[src/rtl/irq_entry_pkg.sv]
// Shared encodings for the interrupt entry sequencer.
// Assumes an 8-bit condition-code register and a 16-bit program counter.
package irq_entry_pkg;

    localparam int BYTE_W = 8;
    localparam int WORD_W = 2 * BYTE_W;

    // Condition-code bit positions used by the stack unit and the decoder
    localparam int CC_E = 7;
    localparam int CC_F = 6;
    localparam int CC_I = 4;

    localparam logic [BYTE_W-1:0] CC_AT_RESET = 8'h50;
    localparam logic [BYTE_W-1:0] PUSH_ALL    = 8'hFF;
    localparam logic [BYTE_W-1:0] PUSH_FAST   = 8'h81;
    localparam logic [BYTE_W-1:0] BIT_E       = 8'h80;
    localparam logic [BYTE_W-1:0] BIT_IF      = 8'h50;
    localparam logic [BYTE_W-1:0] BIT_I       = 8'h10;

    typedef enum logic [2:0] {
        SRC_NONE, SRC_RESET, SRC_NMI, SRC_FIRQ, SRC_IRQ,
        SRC_SWI, SRC_SWI2, SRC_SWI3
    } src_e;

    typedef enum logic [1:0] {
        SW_SWI = 2'd0, SW_SWI2 = 2'd1, SW_SWI3 = 2'd2, SW_WAIT = 2'd3
    } sw_kind_e;

    typedef enum logic [2:0] {
        ST_RUN, ST_HALT, ST_PUSH, ST_WAIT, ST_VEC
    } seq_state_e;

    // Low address byte of each source's vector inside the top page
    function automatic logic [BYTE_W-1:0] vec_low(src_e s);
        case (s)
            SRC_RESET: return 8'hFE;
            SRC_NMI:   return 8'hFC;
            SRC_SWI:   return 8'hFA;
            SRC_IRQ:   return 8'hF8;
            SRC_FIRQ:  return 8'hF6;
            SRC_SWI2:  return 8'hF4;
            SRC_SWI3:  return 8'hF2;
            default:   return 8'hFE;
        endcase
    endfunction

    // Mask bits each source raises once its state is saved
    function automatic logic [BYTE_W-1:0] mask_raise(src_e s);
        case (s)
            SRC_RESET, SRC_NMI, SRC_FIRQ, SRC_SWI: return BIT_IF;
            SRC_IRQ:                               return BIT_I;
            default:                               return 8'h00;
        endcase
    endfunction

    // Source named by a software exception kind
    function automatic src_e sw_source(sw_kind_e k);
        case (k)
            SW_SWI2: return SRC_SWI2;
            SW_SWI3: return SRC_SWI3;
            default: return SRC_SWI;
        endcase
    endfunction

endpackage

[src/rtl/irq_nmi_latch.sv]
// Falling-edge latch for the non-maskable interrupt pin.
// Assumes nmi_n is already synchronous to clk. A new edge in the
// same cycle as a clear keeps the latch set.
module irq_nmi_latch (
    input  logic clk,
    input  logic rst_n,
    input  logic nmi_n,
    input  logic take,
    output logic pending
);
    logic prev_q;
    logic fall;

    // Edge detect against the pin level from the previous cycle
    assign fall = prev_q & ~nmi_n;

    // Track the pin and hold the pending flag until it is consumed
    always_ff @(posedge clk) begin
        if (!rst_n) begin
            prev_q  <= 1'b1;
            pending <= 1'b0;
        end else begin
            prev_q  <= nmi_n;
            pending <= (pending & ~take) | fall;
        end
    end
endmodule

[src/rtl/irq_arbiter.sv]
// Fixed-priority pick among halt, reset, NMI, fast and normal
// interrupts. Purely combinational; the caller decides when it applies.
module irq_arbiter
    import irq_entry_pkg::*;
(
    input  logic halt_req,
    input  logic reset_req,
    input  logic nmi_pend,
    input  logic firq_req,
    input  logic irq_req,
    input  logic f_masked,
    input  logic i_masked,
    output logic halt_win,
    output src_e src
);
    // Highest-priority eligible source, or none for a plain fetch
    always_comb begin
        halt_win = 1'b0;
        src      = SRC_NONE;
        if (halt_req)                  halt_win = 1'b1;
        else if (reset_req)            src = SRC_RESET;
        else if (nmi_pend)             src = SRC_NMI;
        else if (firq_req && !f_masked) src = SRC_FIRQ;
        else if (irq_req && !i_masked)  src = SRC_IRQ;
    end
endmodule

[src/rtl/irq_vector_reader.sv]
// Reads a big-endian vector word from the top memory page over a
// byte request/acknowledge port. High byte first, then low byte.
// Assumes the vector low byte given at start is even.
module irq_vector_reader
    import irq_entry_pkg::*;
#(
    parameter logic [BYTE_W-1:0] VEC_PAGE = 8'hFF
) (
    input  logic              clk,
    input  logic              rst_n,
    input  logic              start,
    input  logic [BYTE_W-1:0] lo_sel,
    output logic              mem_req,
    output logic [WORD_W-1:0] mem_addr,
    input  logic [BYTE_W-1:0] mem_rdata,
    input  logic              mem_ack,
    output logic              done,
    output logic [WORD_W-1:0] vector
);
    typedef enum logic [1:0] {RD_IDLE, RD_HI, RD_LO} rd_e;

    rd_e               st;
    logic [BYTE_W-1:0] lo_q;
    logic [BYTE_W-1:0] hi_q;

    // Step through the two byte reads, capturing the high byte
    always_ff @(posedge clk) begin
        if (!rst_n) begin
            st   <= RD_IDLE;
            lo_q <= '0;
            hi_q <= '0;
        end else begin
            case (st)
                RD_IDLE: if (start) begin
                    lo_q <= lo_sel;
                    st   <= RD_HI;
                end
                RD_HI: if (mem_ack) begin
                    hi_q <= mem_rdata;
                    st   <= RD_LO;
                end
                RD_LO: if (mem_ack) st <= RD_IDLE;
                default: st <= RD_IDLE;
            endcase
        end
    end

    // Address and completion derived from the read phase
    always_comb begin
        mem_req  = (st != RD_IDLE);
        mem_addr = {VEC_PAGE, lo_q + {{(BYTE_W-1){1'b0}}, st == RD_LO}};
        done     = (st == RD_LO) && mem_ack;
        vector   = {hi_q, mem_rdata};
    end
endmodule

[src/rtl/irq_entry_seq.sv]
// Boundary arbitration and exception entry sequencing.
// Owns the condition codes. The decoder strobes boundary_i once per
// boundary and presents software exceptions only between boundaries.
// The stack unit pushes the registers named by push_mask, reading cc_o.
module irq_entry_seq
    import irq_entry_pkg::*;
#(
    parameter logic [BYTE_W-1:0] VEC_PAGE = 8'hFF
) (
    input  logic              clk,
    input  logic              rst_n,
    input  logic              boundary_i,
    input  logic              halt_n,
    input  logic              cpu_reset_n,
    input  logic              nmi_n,
    input  logic              firq_n,
    input  logic              irq_n,
    input  logic              sw_valid,
    input  logic [1:0]        sw_kind,
    input  logic [BYTE_W-1:0] sw_imm,
    output logic              sw_ack,
    input  logic              cc_wr,
    input  logic [BYTE_W-1:0] cc_wdata,
    output logic [BYTE_W-1:0] cc_o,
    output logic              dp_clr,
    output logic              fetch_go,
    output logic              push_req,
    output logic [BYTE_W-1:0] push_mask,
    input  logic              push_ack,
    output logic              mem_req,
    output logic [WORD_W-1:0] mem_addr,
    input  logic [BYTE_W-1:0] mem_rdata,
    input  logic              mem_ack,
    output logic              pc_load,
    output logic [WORD_W-1:0] pc_o,
    output logic              ba,
    output logic              bs
);
    seq_state_e        st;
    src_e              cur_src;
    src_e              arb_src;
    sw_kind_e          kind;
    logic              redo_q;
    logic              wait_q;
    logic              vec_go;
    logic              halt_win;
    logic              nmi_pend;
    logic              nmi_take;
    logic              run_dec;
    logic              vec_done;
    logic [WORD_W-1:0] vec_word;
    logic [BYTE_W-1:0] vec_lo_q;

    assign kind = sw_kind_e'(sw_kind);

    // A decision is due on a boundary strobe or right after a halt lifts
    assign run_dec = (st == ST_RUN) && (boundary_i || redo_q);

    irq_nmi_latch u_nmi (
        .clk     (clk),
        .rst_n   (rst_n),
        .nmi_n   (nmi_n),
        .take    (nmi_take),
        .pending (nmi_pend)
    );

    irq_arbiter u_arb (
        .halt_req  (~halt_n && (st == ST_RUN)),
        .reset_req (~cpu_reset_n),
        .nmi_pend  (nmi_pend),
        .firq_req  (~firq_n),
        .irq_req   (~irq_n),
        .f_masked  (cc_o[CC_F]),
        .i_masked  (cc_o[CC_I]),
        .halt_win  (halt_win),
        .src       (arb_src)
    );

    // The latched NMI is consumed by an NMI or a reset entry
    assign nmi_take = ((run_dec && !halt_win) || (st == ST_WAIT)) &&
                      ((arb_src == SRC_NMI) || (arb_src == SRC_RESET));

    irq_vector_reader #(.VEC_PAGE(VEC_PAGE)) u_vec (
        .clk       (clk),
        .rst_n     (rst_n),
        .start     (vec_go),
        .lo_sel    (vec_lo_q),
        .mem_req   (mem_req),
        .mem_addr  (mem_addr),
        .mem_rdata (mem_rdata),
        .mem_ack   (mem_ack),
        .done      (vec_done),
        .vector    (vec_word)
    );

    // Main sequencer: arbitration, state save, mask update, vector load
    always_ff @(posedge clk) begin
        if (!rst_n) begin
            st        <= ST_RUN;
            cc_o      <= CC_AT_RESET;
            cur_src   <= SRC_NONE;
            push_mask <= '0;
            redo_q    <= 1'b0;
            wait_q    <= 1'b0;
            vec_go    <= 1'b0;
            vec_lo_q  <= '0;
            fetch_go  <= 1'b0;
            dp_clr    <= 1'b0;
            sw_ack    <= 1'b0;
            pc_load   <= 1'b0;
            pc_o      <= '0;
        end else begin
            fetch_go <= 1'b0;
            dp_clr   <= 1'b0;
            sw_ack   <= 1'b0;
            pc_load  <= 1'b0;
            vec_go   <= 1'b0;
            case (st)
                ST_RUN: begin
                    redo_q <= 1'b0;
                    if (run_dec) begin
                        if (halt_win) begin
                            st <= ST_HALT;
                        end else begin
                            case (arb_src)
                                SRC_RESET: begin
                                    cc_o     <= cc_o | mask_raise(SRC_RESET);
                                    dp_clr   <= 1'b1;
                                    cur_src  <= SRC_RESET;
                                    vec_lo_q <= vec_low(SRC_RESET);
                                    vec_go   <= 1'b1;
                                    st       <= ST_VEC;
                                end
                                SRC_FIRQ: begin
                                    cc_o      <= cc_o & ~BIT_E;
                                    push_mask <= PUSH_FAST;
                                    cur_src   <= SRC_FIRQ;
                                    st        <= ST_PUSH;
                                end
                                SRC_NMI, SRC_IRQ: begin
                                    cc_o      <= cc_o | BIT_E;
                                    push_mask <= PUSH_ALL;
                                    cur_src   <= arb_src;
                                    st        <= ST_PUSH;
                                end
                                default: fetch_go <= 1'b1;
                            endcase
                        end
                    end else if (sw_valid) begin
                        sw_ack    <= 1'b1;
                        push_mask <= PUSH_ALL;
                        cur_src   <= sw_source(kind);
                        wait_q    <= (kind == SW_WAIT);
                        cc_o      <= ((kind == SW_WAIT) ? (cc_o & sw_imm) : cc_o) | BIT_E;
                        st        <= ST_PUSH;
                    end else if (cc_wr) begin
                        cc_o <= cc_wdata;
                    end
                end
                ST_PUSH: if (push_ack) begin
                    if (wait_q) begin
                        wait_q <= 1'b0;
                        st     <= ST_WAIT;
                    end else begin
                        cc_o     <= cc_o | mask_raise(cur_src);
                        vec_lo_q <= vec_low(cur_src);
                        vec_go   <= 1'b1;
                        st       <= ST_VEC;
                    end
                end
                ST_WAIT: if (arb_src != SRC_NONE) begin
                    cc_o     <= cc_o | mask_raise(arb_src);
                    dp_clr   <= (arb_src == SRC_RESET);
                    cur_src  <= arb_src;
                    vec_lo_q <= vec_low(arb_src);
                    vec_go   <= 1'b1;
                    st       <= ST_VEC;
                end
                ST_VEC: if (vec_done) begin
                    pc_o    <= vec_word;
                    pc_load <= 1'b1;
                    st      <= ST_RUN;
                end
                ST_HALT: if (halt_n) begin
                    redo_q <= 1'b1;
                    st     <= ST_RUN;
                end
                default: st <= ST_RUN;
            endcase
        end
    end

    // Bus status and push request follow the sequencer state
    always_comb begin
        push_req = (st == ST_PUSH);
        ba       = (st == ST_HALT) || (st == ST_WAIT);
        bs       = (st != ST_RUN);
    end
endmodule

[config.mk]
export PLATFORM = sky130hd
export DESIGN_NAME = irq_entry_seq
export DESIGN_NICKNAME = d
export VERILOG_FILES = /design/src/rtl/irq_entry_pkg.sv /design/src/rtl/irq_nmi_latch.sv /design/src/rtl/irq_arbiter.sv /design/src/rtl/irq_vector_reader.sv /design/src/rtl/irq_entry_seq.sv
export SDC_FILE = /design/constraint.sdc
export NUM_CORES = 1
export LEC_CHECK = 0
export CAP_MARGIN = 20
export CELL_PAD_IN_SITES_DETAIL_PLACEMENT = 0
export CELL_PAD_IN_SITES_GLOBAL_PLACEMENT = 2
export CORE_AREA = 10 10 116 118
export DETAILED_ROUTE_END_ITERATION = 8
export DIE_AREA = 0 0 126 128
export PLACE_DENSITY_LB_ADDON = 0.12
export SYNTH_ARGS = -nofsm -noshare
export SYNTH_HDL_FRONTEND = slang
export SYNTH_SLANG_ARGS = --single-unit
[constraint.sdc]
create_clock -name clk -period 2.3 [get_ports clk]
set_input_delay 0.46 -clock clk [delete_from_list [all_inputs] [get_ports clk]]
set_output_delay 0.46 -clock clk [all_outputs]
set_load 0.005 [all_outputs]
==> impl_metrics.toml <==
[die]
start_util = 0.2527
dieHeight_um = 128
core_area_mm2 = 0.01122
fp-row-count = 39
fp.dieW_um = 126
dieArea_mm2 = 0.01613
pin_count = 94

[logic_synthesis]
ys_types = 57
synthFlopType = "dfxtp_1"
netlist_area_mm2 = 0.002836
netlist_instances = 349
synth_edf_count = 0
async_flop_share = 0
ys_warn_count = 0
synth-seq-cells = 59
seq_area_frac_synth = 0.4164
syn_area_per_cell_um2 = 8.127

[sta]
holdWs_ns = 0.4515
clock_skew_ns = 0.01022
drv_slew = 0
setup_viol = 0
max_freq_mhz = 460.0
setup-tns-final_ns = 0
fin_crit_sh = 0.9452
fin_crit_ns = 2.174
hold_viol_final = 0
grt_setup_unrepaired = "false"

[clock_tree]
cts.repair.resized = 0
postCtsSetupBuffers = 0
cts_tree = "done"
h-tree-depth = 3
numCtsBuffers = 9
clockBufferDepth = 2
clkLatencyLatePin_ns = 0.33
cts-hold-fix-buffers = 0
cts_sinks = 59
clkTransAtPathRegs_ns = 0.05
clockRootBuffer = "clkbuf_16"

[outcome]
run_status = "finished, final reports clean"

[drt]
wl_met2_mm = 3.886
first_pass_iters = 4
wl_met1_mm = 4.303
drt_iter0_markers = 132
avgViaCountPerCell = 4.514
antenna_left = 0
drt_wl_total_mm = 8.970
vias = 2663
met3_length_um = 679
drcViolationCount = 0
wire_per_inst_um = 15.20
top_layer = "met4"

[power_and_ir_drop]
clkPwrFrac = 0.309
total_power_mw = 4.545
power_frac_seq = 0.301
swShare = 0.3325
p_int_mw = 3.034
power_density_mw_per_mm2 = 1083
p_sw_mw = 1.511
vdd_drop_max_uv = 392.6
static-leakage-power_nw = 1.607
power_frac_comb = 0.390

[global_routing]
antenna_found_initial = 0
grt_first_pass_wirelength_mm = 14.57
grt_overflow = 0
track_usage = 0.1114
grt_pass1_vias = 2685
grt_start_max_net_pins = 42

[hold_path]
min_from = "pc_o[7]"
min_path_type = "flop to flop"

[worst_setup_path]
crit_arrival_ns = 1.71
start_kind = "flop"
crit_fanout = 6
crit_required_ns = 1.84
startpoint = "st[2]"
crit_type = "flop to output port"
regToRegStartpoint = "st[1]"
end_kind = "output port"

[finish]
area_growth_pct = 47.90
final_cells = 590
drive_gt1_frac = 0.1342
diodes = 0
nets = 482

[placement]
routabilityCongestion = 0.8030
placement.io_buffers = 84
dpl.hpwl_mm = 6.741
dp_cells = 574

[flow_run]
cap_violations = 0
cells in the mapped netlist (2+ instances only):
library cell / count / area [µm²]
nor3b_1: 2 / 15.01
nand3_1: 5 / 25.02
a2111oi_0: 2 / 17.52
or2_2: 3 / 18.77
nor2b_1: 2 / 12.51
buf_2: 7 / 35.03
o22ai_1: 5 / 31.28
buf_4: 19 / 142.6
o211ai_1: 4 / 30.03
nor2_1: 39 / 146.4
nor3_1: 9 / 45.04
o21a_1: 2 / 15.01
nand3b_1: 2 / 15.01
nand2b_1: 2 / 12.51
nand2_2: 2 / 12.51
inv_1: 8 / 30.03
mux2i_1: 16 / 160.2
ha_1: 2 / 25.02
dfxtp_1: 59 / 1181
o21ai_0: 14 / 70.07
a21oi_1: 38 / 190.2
a31oi_1: 5 / 31.28
o31ai_1: 3 / 22.52
nand2_1: 55 / 206.5
clkbuf_1: 10 / 37.54
o21ai_2: 2 / 17.52
o221a_1: 2 / 22.52
path summary, 6_finish.rpt:
kind           endpoint  slack (ns)  cells after the start
max reg2reg  cur_src[1]        0.46                      8
max            push_req        0.13                      3
min reg2reg     pc_o[7]        0.45                      2
min             pc_o[7]        0.45                      2
stage by stage:
stage               instance area (µm²)  utilization  worst slack, ns
floorplan                          2863            -           0.6172
global placement                   3882       0.3459         0.004694
detailed placement                 3882       0.3459        -0.001695
CTS                                4193       0.3736          0.02853
global route                       4195       0.3738          0.04741
finish                             4195       0.3738           0.1260
final cells by class:
| class | count | area (µm²) |
|---|---|---|
| Clock inverter | 5 | 77.57 |
| Timing Repair Buffer | 111 | 1056 |
| Tap cell | 143 | 178.9 |
| Multi-Input combinational cell | 251 | 1429 |
| Clock buffer | 11 | 232.7 |
| Inverter | 10 | 40.04 |
| Fill cell | 1187 | 7028 |
| Sequential cell | 59 | 1181 |
power groups by stage:
stage               sequential [mW]  combinational, mW  clock, mW
detailed placement             1.39               1.77          0
global route                   1.41               1.97       1.49
CTS                            1.37               1.79       1.45
global placement               1.39               1.79          0
finish                         1.37               1.77       1.41
floorplan                      1.36               1.04          0
logic make-up (layout without fill, tap and decap cells):
logic type      count (synthesis)  count (layout)  share of synthesized area
simple gates                  132             132                     0.2117
fa+ha+maj                       2               2                   0.008821
flops                          59              59                     0.4164
compound gates                 93              93                     0.2153
mux                            16              16                    0.05646
buf+inv                        46             137                    0.08999
other cells                     1               8                   0.001322
registers in the layout, summed over array words and instances (netlist names):
signal         count
pc_o              16
cc_o               8
u_vec.hi_q         8
u_vec.lo_q         4
vec_lo_q           4
cur_src            3
st                 3
push_mask          2
u_vec.st           2
dp_clr             1
fetch_go           1
pc_load            1
redo_q             1
sw_ack             1
u_nmi.pending      1
u_nmi.prev_q       1
vec_go             1
wait_q             1
metal layers:
| metal | GRT usage | vias up |
|---|---|---|
| li1 | - | 1375 |
| met3 | 0.04797 | 7 |
| met4 | 0.04220 | 0 |
| met2 | 0.1618 | 67 |
| met5 | 0 | - |
| met1 | 0.1422 | 1214 |
placed cells by master, fill, tap and decap left out, types with 3 or more instances in the layout:
cell type	count
nor2_1	38
o22ai_1	5
dfxtp_1	59
conb_1	8
nor3_1	9
inv_1	8
o211ai_1	4
or2_2	3
buf_4	26
clkbuf_16	9
mux2i_1	16
nand2_1	55
a31oi_1	5
a21oi_1	38
nand3_1	5
o31ai_1	3
clkdlybuf4s50_1	84
o21ai_0	14
critical path: stages (launching register included):
cell             delay (ns)
dfxtp_1                0.38
or2b_1                 0.27
nor2_2                 0.17
clkdlybuf4s50_1        0.56
Power figures use the tool's default switching activity.
